### src/rtl/mt_pkg.sv
package mt_pkg;

    // Reason the issuing instruction is held
    typedef enum logic [1:0] {
        HOLD_NONE = 2'd0,
        HOLD_DEP  = 2'd1,
        HOLD_FULL = 2'd2
    } hold_cause_e;

    // What happens to a reported miss
    typedef enum logic [1:0] {
        MISS_IDLE   = 2'd0,
        MISS_NEW    = 2'd1,
        MISS_JOIN   = 2'd2,
        MISS_REFUSE = 2'd3
    } miss_act_e;

    // Index width that stays legal for a single-entry table
    function automatic int idx_width(input int n);
        return (n > 1) ? $clog2(n) : 1;
    endfunction

endpackage

### src/rtl/mt_entry.sv
module mt_entry #(
    parameter int LINE_W = 10,
    parameter int TAG_W  = 5,
    localparam int REGS  = 1 << TAG_W
) (
    input  logic              clk,
    input  logic              rst,
    input  logic              alloc,
    input  logic              merge,
    input  logic              clear,
    input  logic [LINE_W-1:0] line_in,
    input  logic [TAG_W-1:0]  dst_in,
    output logic              valid,
    output logic [LINE_W-1:0] line,
    output logic [REGS-1:0]   dst_mask
);
    logic [REGS-1:0] dst_bit;

    assign dst_bit = REGS'(1) << dst_in;

    always_ff @(posedge clk) begin
        if (rst) begin
            valid    <= 1'b0;
            line     <= '0;
            dst_mask <= '0;
        end else if (alloc) begin
            valid    <= 1'b1;
            line     <= line_in;
            dst_mask <= dst_bit;
        end else if (clear) begin
            valid    <= 1'b0;
            dst_mask <= '0;
        end else if (merge) begin
            dst_mask <= dst_mask | dst_bit;
        end
    end
endmodule

### src/rtl/mt_alloc.sv
module mt_alloc
    import mt_pkg::*;
#(
    parameter int N      = 2,
    parameter int LINE_W = 10,
    localparam int IDX_W = idx_width(N)
) (
    input  logic              miss_req,
    input  logic [LINE_W-1:0] miss_line,
    input  logic [N-1:0]      live,
    input  logic [LINE_W-1:0] ent_line [N],
    output logic [N-1:0]      alloc_vec,
    output logic [N-1:0]      merge_vec,
    output logic [IDX_W-1:0]  idx,
    output miss_act_e         act
);
    logic             hit_found;
    logic             free_found;
    logic [IDX_W-1:0] hit_idx;
    logic [IDX_W-1:0] free_idx;

    always_comb begin
        hit_found  = 1'b0;
        free_found = 1'b0;
        hit_idx    = '0;
        free_idx   = '0;
        for (int i = 0; i < N; i++) begin
            if (!hit_found && live[i] && ent_line[i] == miss_line) begin
                hit_found = 1'b1;
                hit_idx   = IDX_W'(i);
            end
            if (!free_found && !live[i]) begin
                free_found = 1'b1;
                free_idx   = IDX_W'(i);
            end
        end
    end

    always_comb begin
        alloc_vec = '0;
        merge_vec = '0;
        idx       = '0;
        act       = MISS_IDLE;
        if (miss_req) begin
            if (hit_found) begin
                act                = MISS_JOIN;
                idx                = hit_idx;
                merge_vec[hit_idx] = 1'b1;
            end else if (free_found) begin
                act                 = MISS_NEW;
                idx                 = free_idx;
                alloc_vec[free_idx] = 1'b1;
            end else begin
                act = MISS_REFUSE;
            end
        end
    end
endmodule

### src/rtl/mt_hazard.sv
module mt_hazard
    import mt_pkg::*;
#(
    parameter int N     = 2,
    parameter int TAG_W = 5,
    parameter int NSRC  = 2,
    localparam int REGS = 1 << TAG_W
) (
    input  logic                       iss_valid,
    input  logic                       iss_is_mem,
    input  logic [NSRC-1:0][TAG_W-1:0] src_tag,
    input  logic [NSRC-1:0]            src_use,
    input  logic [N-1:0]               live,
    input  logic [REGS-1:0]            ent_mask [N],
    output hold_cause_e                cause
);
    logic [REGS-1:0] pending;
    logic            dep;

    always_comb begin
        pending = '0;
        for (int i = 0; i < N; i++) begin
            if (live[i]) pending = pending | ent_mask[i];
        end
        dep = 1'b0;
        for (int k = 0; k < NSRC; k++) begin
            if (src_use[k] && pending[src_tag[k]]) dep = 1'b1;
        end
        if (!iss_valid)                cause = HOLD_NONE;
        else if (dep)                  cause = HOLD_DEP;
        else if (iss_is_mem && &live)  cause = HOLD_FULL;
        else                           cause = HOLD_NONE;
    end
endmodule

### src/rtl/miss_tracker.sv
module miss_tracker
    import mt_pkg::*;
#(
    parameter int N      = 2,
    parameter int LINE_W = 10,
    parameter int TAG_W  = 5,
    parameter int NSRC   = 2,
    localparam int IDX_W = idx_width(N),
    localparam int REGS  = 1 << TAG_W
) (
    input  logic                       clk,
    input  logic                       rst,
    input  logic                       iss_valid,
    input  logic                       iss_is_mem,
    input  logic [NSRC-1:0][TAG_W-1:0] iss_src_tag,
    input  logic [NSRC-1:0]            iss_src_use,
    input  logic                       miss_req,
    input  logic [LINE_W-1:0]          miss_line,
    input  logic [TAG_W-1:0]           miss_dst,
    input  logic                       cmpl_valid,
    input  logic [IDX_W-1:0]           cmpl_idx,
    output logic                       stall,
    output logic                       miss_accept,
    output logic                       miss_merged,
    output logic [IDX_W-1:0]           miss_idx
);
    logic [N-1:0]      ent_valid;
    logic [N-1:0]      clear_vec;
    logic [N-1:0]      live;
    logic [N-1:0]      alloc_vec;
    logic [N-1:0]      merge_vec;
    logic [LINE_W-1:0] ent_line [N];
    logic [REGS-1:0]   ent_mask [N];
    miss_act_e         act;
    hold_cause_e       cause;

    // Completion frees its entry for this cycle's decisions
    always_comb begin
        clear_vec = '0;
        if (cmpl_valid) clear_vec[cmpl_idx] = 1'b1;
    end
    assign live = ent_valid & ~clear_vec;

    for (genvar g = 0; g < N; g++) begin : g_ent
        mt_entry #(.LINE_W(LINE_W), .TAG_W(TAG_W)) u_ent (
            .clk      (clk),
            .rst      (rst),
            .alloc    (alloc_vec[g]),
            .merge    (merge_vec[g]),
            .clear    (clear_vec[g]),
            .line_in  (miss_line),
            .dst_in   (miss_dst),
            .valid    (ent_valid[g]),
            .line     (ent_line[g]),
            .dst_mask (ent_mask[g])
        );
    end

    mt_alloc #(.N(N), .LINE_W(LINE_W)) u_alloc (
        .miss_req  (miss_req),
        .miss_line (miss_line),
        .live      (live),
        .ent_line  (ent_line),
        .alloc_vec (alloc_vec),
        .merge_vec (merge_vec),
        .idx       (miss_idx),
        .act       (act)
    );

    mt_hazard #(.N(N), .TAG_W(TAG_W), .NSRC(NSRC)) u_haz (
        .iss_valid  (iss_valid),
        .iss_is_mem (iss_is_mem),
        .src_tag    (iss_src_tag),
        .src_use    (iss_src_use),
        .live       (live),
        .ent_mask   (ent_mask),
        .cause      (cause)
    );

    assign stall       = (cause != HOLD_NONE);
    assign miss_accept = (act == MISS_NEW) || (act == MISS_JOIN);
    assign miss_merged = (act == MISS_JOIN);
endmodule

### config.mk
export PLATFORM = sky130hd
export DESIGN_NAME = miss_tracker
export DESIGN_NICKNAME = d
export VERILOG_FILES = /design/src/rtl/mt_pkg.sv /design/src/rtl/mt_entry.sv /design/src/rtl/mt_alloc.sv /design/src/rtl/mt_hazard.sv /design/src/rtl/miss_tracker.sv
export SDC_FILE = /design/constraint.sdc
export NUM_CORES = 1
export LEC_CHECK = 0
export CORE_MARGIN = 2
export CORE_UTILIZATION = 40
export CTS_CLUSTER_SIZE = 30
export DETAILED_ROUTE_END_ITERATION = 8
export GPL_ROUTABILITY_DRIVEN = 0
export SYNTH_ARGS = -nofsm -noshare
export SYNTH_HDL_FRONTEND = slang
export SYNTH_SLANG_ARGS = --single-unit
### constraint.sdc
create_clock -name clk -period 3.5 [get_ports clk]
set_input_delay 0.35 -clock clk [delete_from_list [all_inputs] [get_ports clk]]
set_output_delay 0.35 -clock clk [all_outputs]
set_load 0.01 [all_outputs]
==> flow_summary.toml <==
[outcome]
status = "finished clean"

[detailed_routing]
drt-total-wl_um = 13750
via_per_inst = 6.148
vias = 4359
routedWlPerCell_um = 19.39
detail_route.iter0.violations = 327
first_pass_iters = 6
ant_nets = 0
drc_errors = 0

[critical_path]
critPathKind = "input port to output port"
worstSetupStartpointType = "input port"
worstPathArrival_ns = 3.04
cp-end-kind = "output port"
cp_max_fo = 10
required_ns = 3.15

[synth]
synth_seq_cells = 86
seq_area_frac_synth = 0.3826
synth_flop_cell = "dfxtp_1"
syn_nets = 552
synth-async-reset-ratio = 0
synth_warnings = 0
synth_enable_flop_cells = 0
ys_types = 57
syn_area_per_cell_sq_um = 8.703
syn_inst = 517
syn_area_sq_um = 4499

[placed_design]
dp_hpwl_um = 9903
post_dp_cell_area_sq_um = 5145
io_buffers = 37
dpl.cell_count = 689

[clock_network]
cts_tree = "yes"
cts_buffers = 9
cts_root_buf = "clkbuf_8"
h-tree-depth = 3
cts_buffer_depth = 2
clock-sinks = 86
clk_pin_slew_ns = 0.11
clock_latency_ns = 0.37

[layout]
syn_to_final_growth_pct = 20.38
diodes = 0
postLayoutCoreUtil = 0.4975
layout_commonest_cell = "dfxtp_1"
final_cells = 709
final_cell_mix = "dfxtp_1 (85), nor2_1 (74), buf_4 (41), a22oi_1 (37), clkdlybuf4s50_1 (34)"
layout-drive-gt1-share = 0.1265
finalInstanceArea_sq_um = 5416
final_nets = 599

[floorplan]
die_y_um = 110.1
die_w_um = 110.1
ios = 38
core_area_sq_um = 10890
rows = 38
die_area_sq_um = 12110
initial_utilization = 0.4132

[sta]
tns_ns = 0
slew_violations = 0
hold_viol = 0
rsz0062_at_grt = "false"
fin_skew_ns = 0.01409
period_minus_slack_ns = 3.394
setup_violations = 0
max_freq_mhz = 294.6
fin_crit_sh = 0.9699
relSlewSlack = 0.5473
max_slew.worst_pin.slew_ns = 0.6738

[global_route]
grtUsageTotal = 0.2378
grt_pass1_wl_um = 22050
antenna_found_initial = 0
grt_max_degree = 33
grt_pass1_vias = 4180
grt_overflow = 0

[pwr]
powerDensity_nw_per_um2 = 382.5
power.total_mw = 2.072
leakage_nw = 1.996
irDropWorstVdd_mv = 0.2390

[job]
maxCapViolCount = 0

[min_path]
min_path_type = "input port to register"
power breakdown:
| part | internal (mW) | switching, mW | total [mW] |
|---|---|---|---|
| clock | 0.361 | 0.391 | 0.752 |
| sequential | 0.994 | 0.0139 | 1.01 |
| combinational | 0.130 | 0.182 | 0.311 |
| total | 1.48 | 0.587 | 2.07 |
flip-flops by register name, indices dropped and copies added, names as in the netlist:
| register | cells |
|---|---|
| g_ent.u_ent.dst_mask | 64 |
| g_ent.u_ent.line | 20 |
| g_ent.u_ent.valid | 2 |
critical path: stages:
cell and delay, ns:
dlygate4sd2_1 0.31, nand2b_4 0.19, buf_4 0.18, a32oi_1 0.25
nor4_1 0.07, or4_1 0.53, o31ai_1 0.21, nand4_1 0.12
o41a_1 0.34, clkdlybuf4s50_1 0.49
cell families after synthesis:
logic type	share of synthesized area
buffers and inverters	0.05311
AOI/OAI and AO/OA	0.2823
adders and majority gates	0.002780
and+or+nand+nor	0.1885
DFF	0.3826
muxes	0.05172
xor gates and xnor gates	0.03893
Yosys cell counts (8+ instances only):
library cell  number  area [sq um]
a22o_1            33         289.0
a22oi_1           37         277.8
nand3_1            8         40.04
dfxtp_1           86          1722
and2_1             8         50.05
buf_2             11         55.05
xnor2_1           18         157.7
nor3_1            12         60.06
mux2i_1           21         210.2
a21oi_1           26         130.1
clkbuf_1          22         82.58
a32oi_1           19         166.4
nor2_1            74         277.8
nand4_1            8         50.05
nand2_1           23         86.33
nand2b_1           9         56.30
metrics by stage:
stage               worst slack (ns)  hold slack [ns]
floorplan                     0.9506           0.4348
global placement             -0.2295           0.4536
detailed placement           -0.2206           0.4621
CTS                           0.1145           0.4570
global route                0.003347           0.4969
finish                        0.1055           0.4678
layer usage:
metal	up-vias	routed length [um]	global-route usage
li1	2047	-	-
met2	208	6330	0.3848
met3	19	1152	0.05350
met1	2085	6064	0.3172
met5	-	0	0
met4	0	202	0.06872
path summary, 6_finish.rpt:
path / from / to / slack (ns) / depth (start not counted)
hold / removal: rst / g_ent[1].u_ent.dst_mask[22]$_SDFFE_PP0P_ / 0.47 / 2
hold reg to reg: g_ent[0].u_ent.dst_mask[10]$_SDFFE_PP0P_ / g_ent[0].u_ent.dst_mask[10]$_SDFFE_PP0P_ / 0.49 / 1
setup / recovery: cmpl_idx / stall / 0.11 / 10
setup reg to reg: g_ent[1].u_ent.valid$_SDFFE_PP0P_ / g_ent[1].u_ent.dst_mask[26]$_SDFFE_PP0P_ / 0.92 / 10
area by class of cell:
class                           instances  area, sq um
Clock inverter                          6        75.07
Multi-Input combinational cell        380         2566
Clock buffer                           10        137.6
Inverter                                7        26.28
Sequential cell                        86         1725
Fill cell                            1056         5472
Tap cell                              140        175.2
Timing Repair Buffer                   80        710.7
repair_timing:
item / in CTS / in global routing
setup buffers: 2 / 2
pin swaps: 1 / 0
setup endpoints to repair: 3 / 1
gates cloned: 0 / 0
hold buffers: 0 / 0
gates resized for setup: 8 / 5
(Power assumes the default switching activity.)
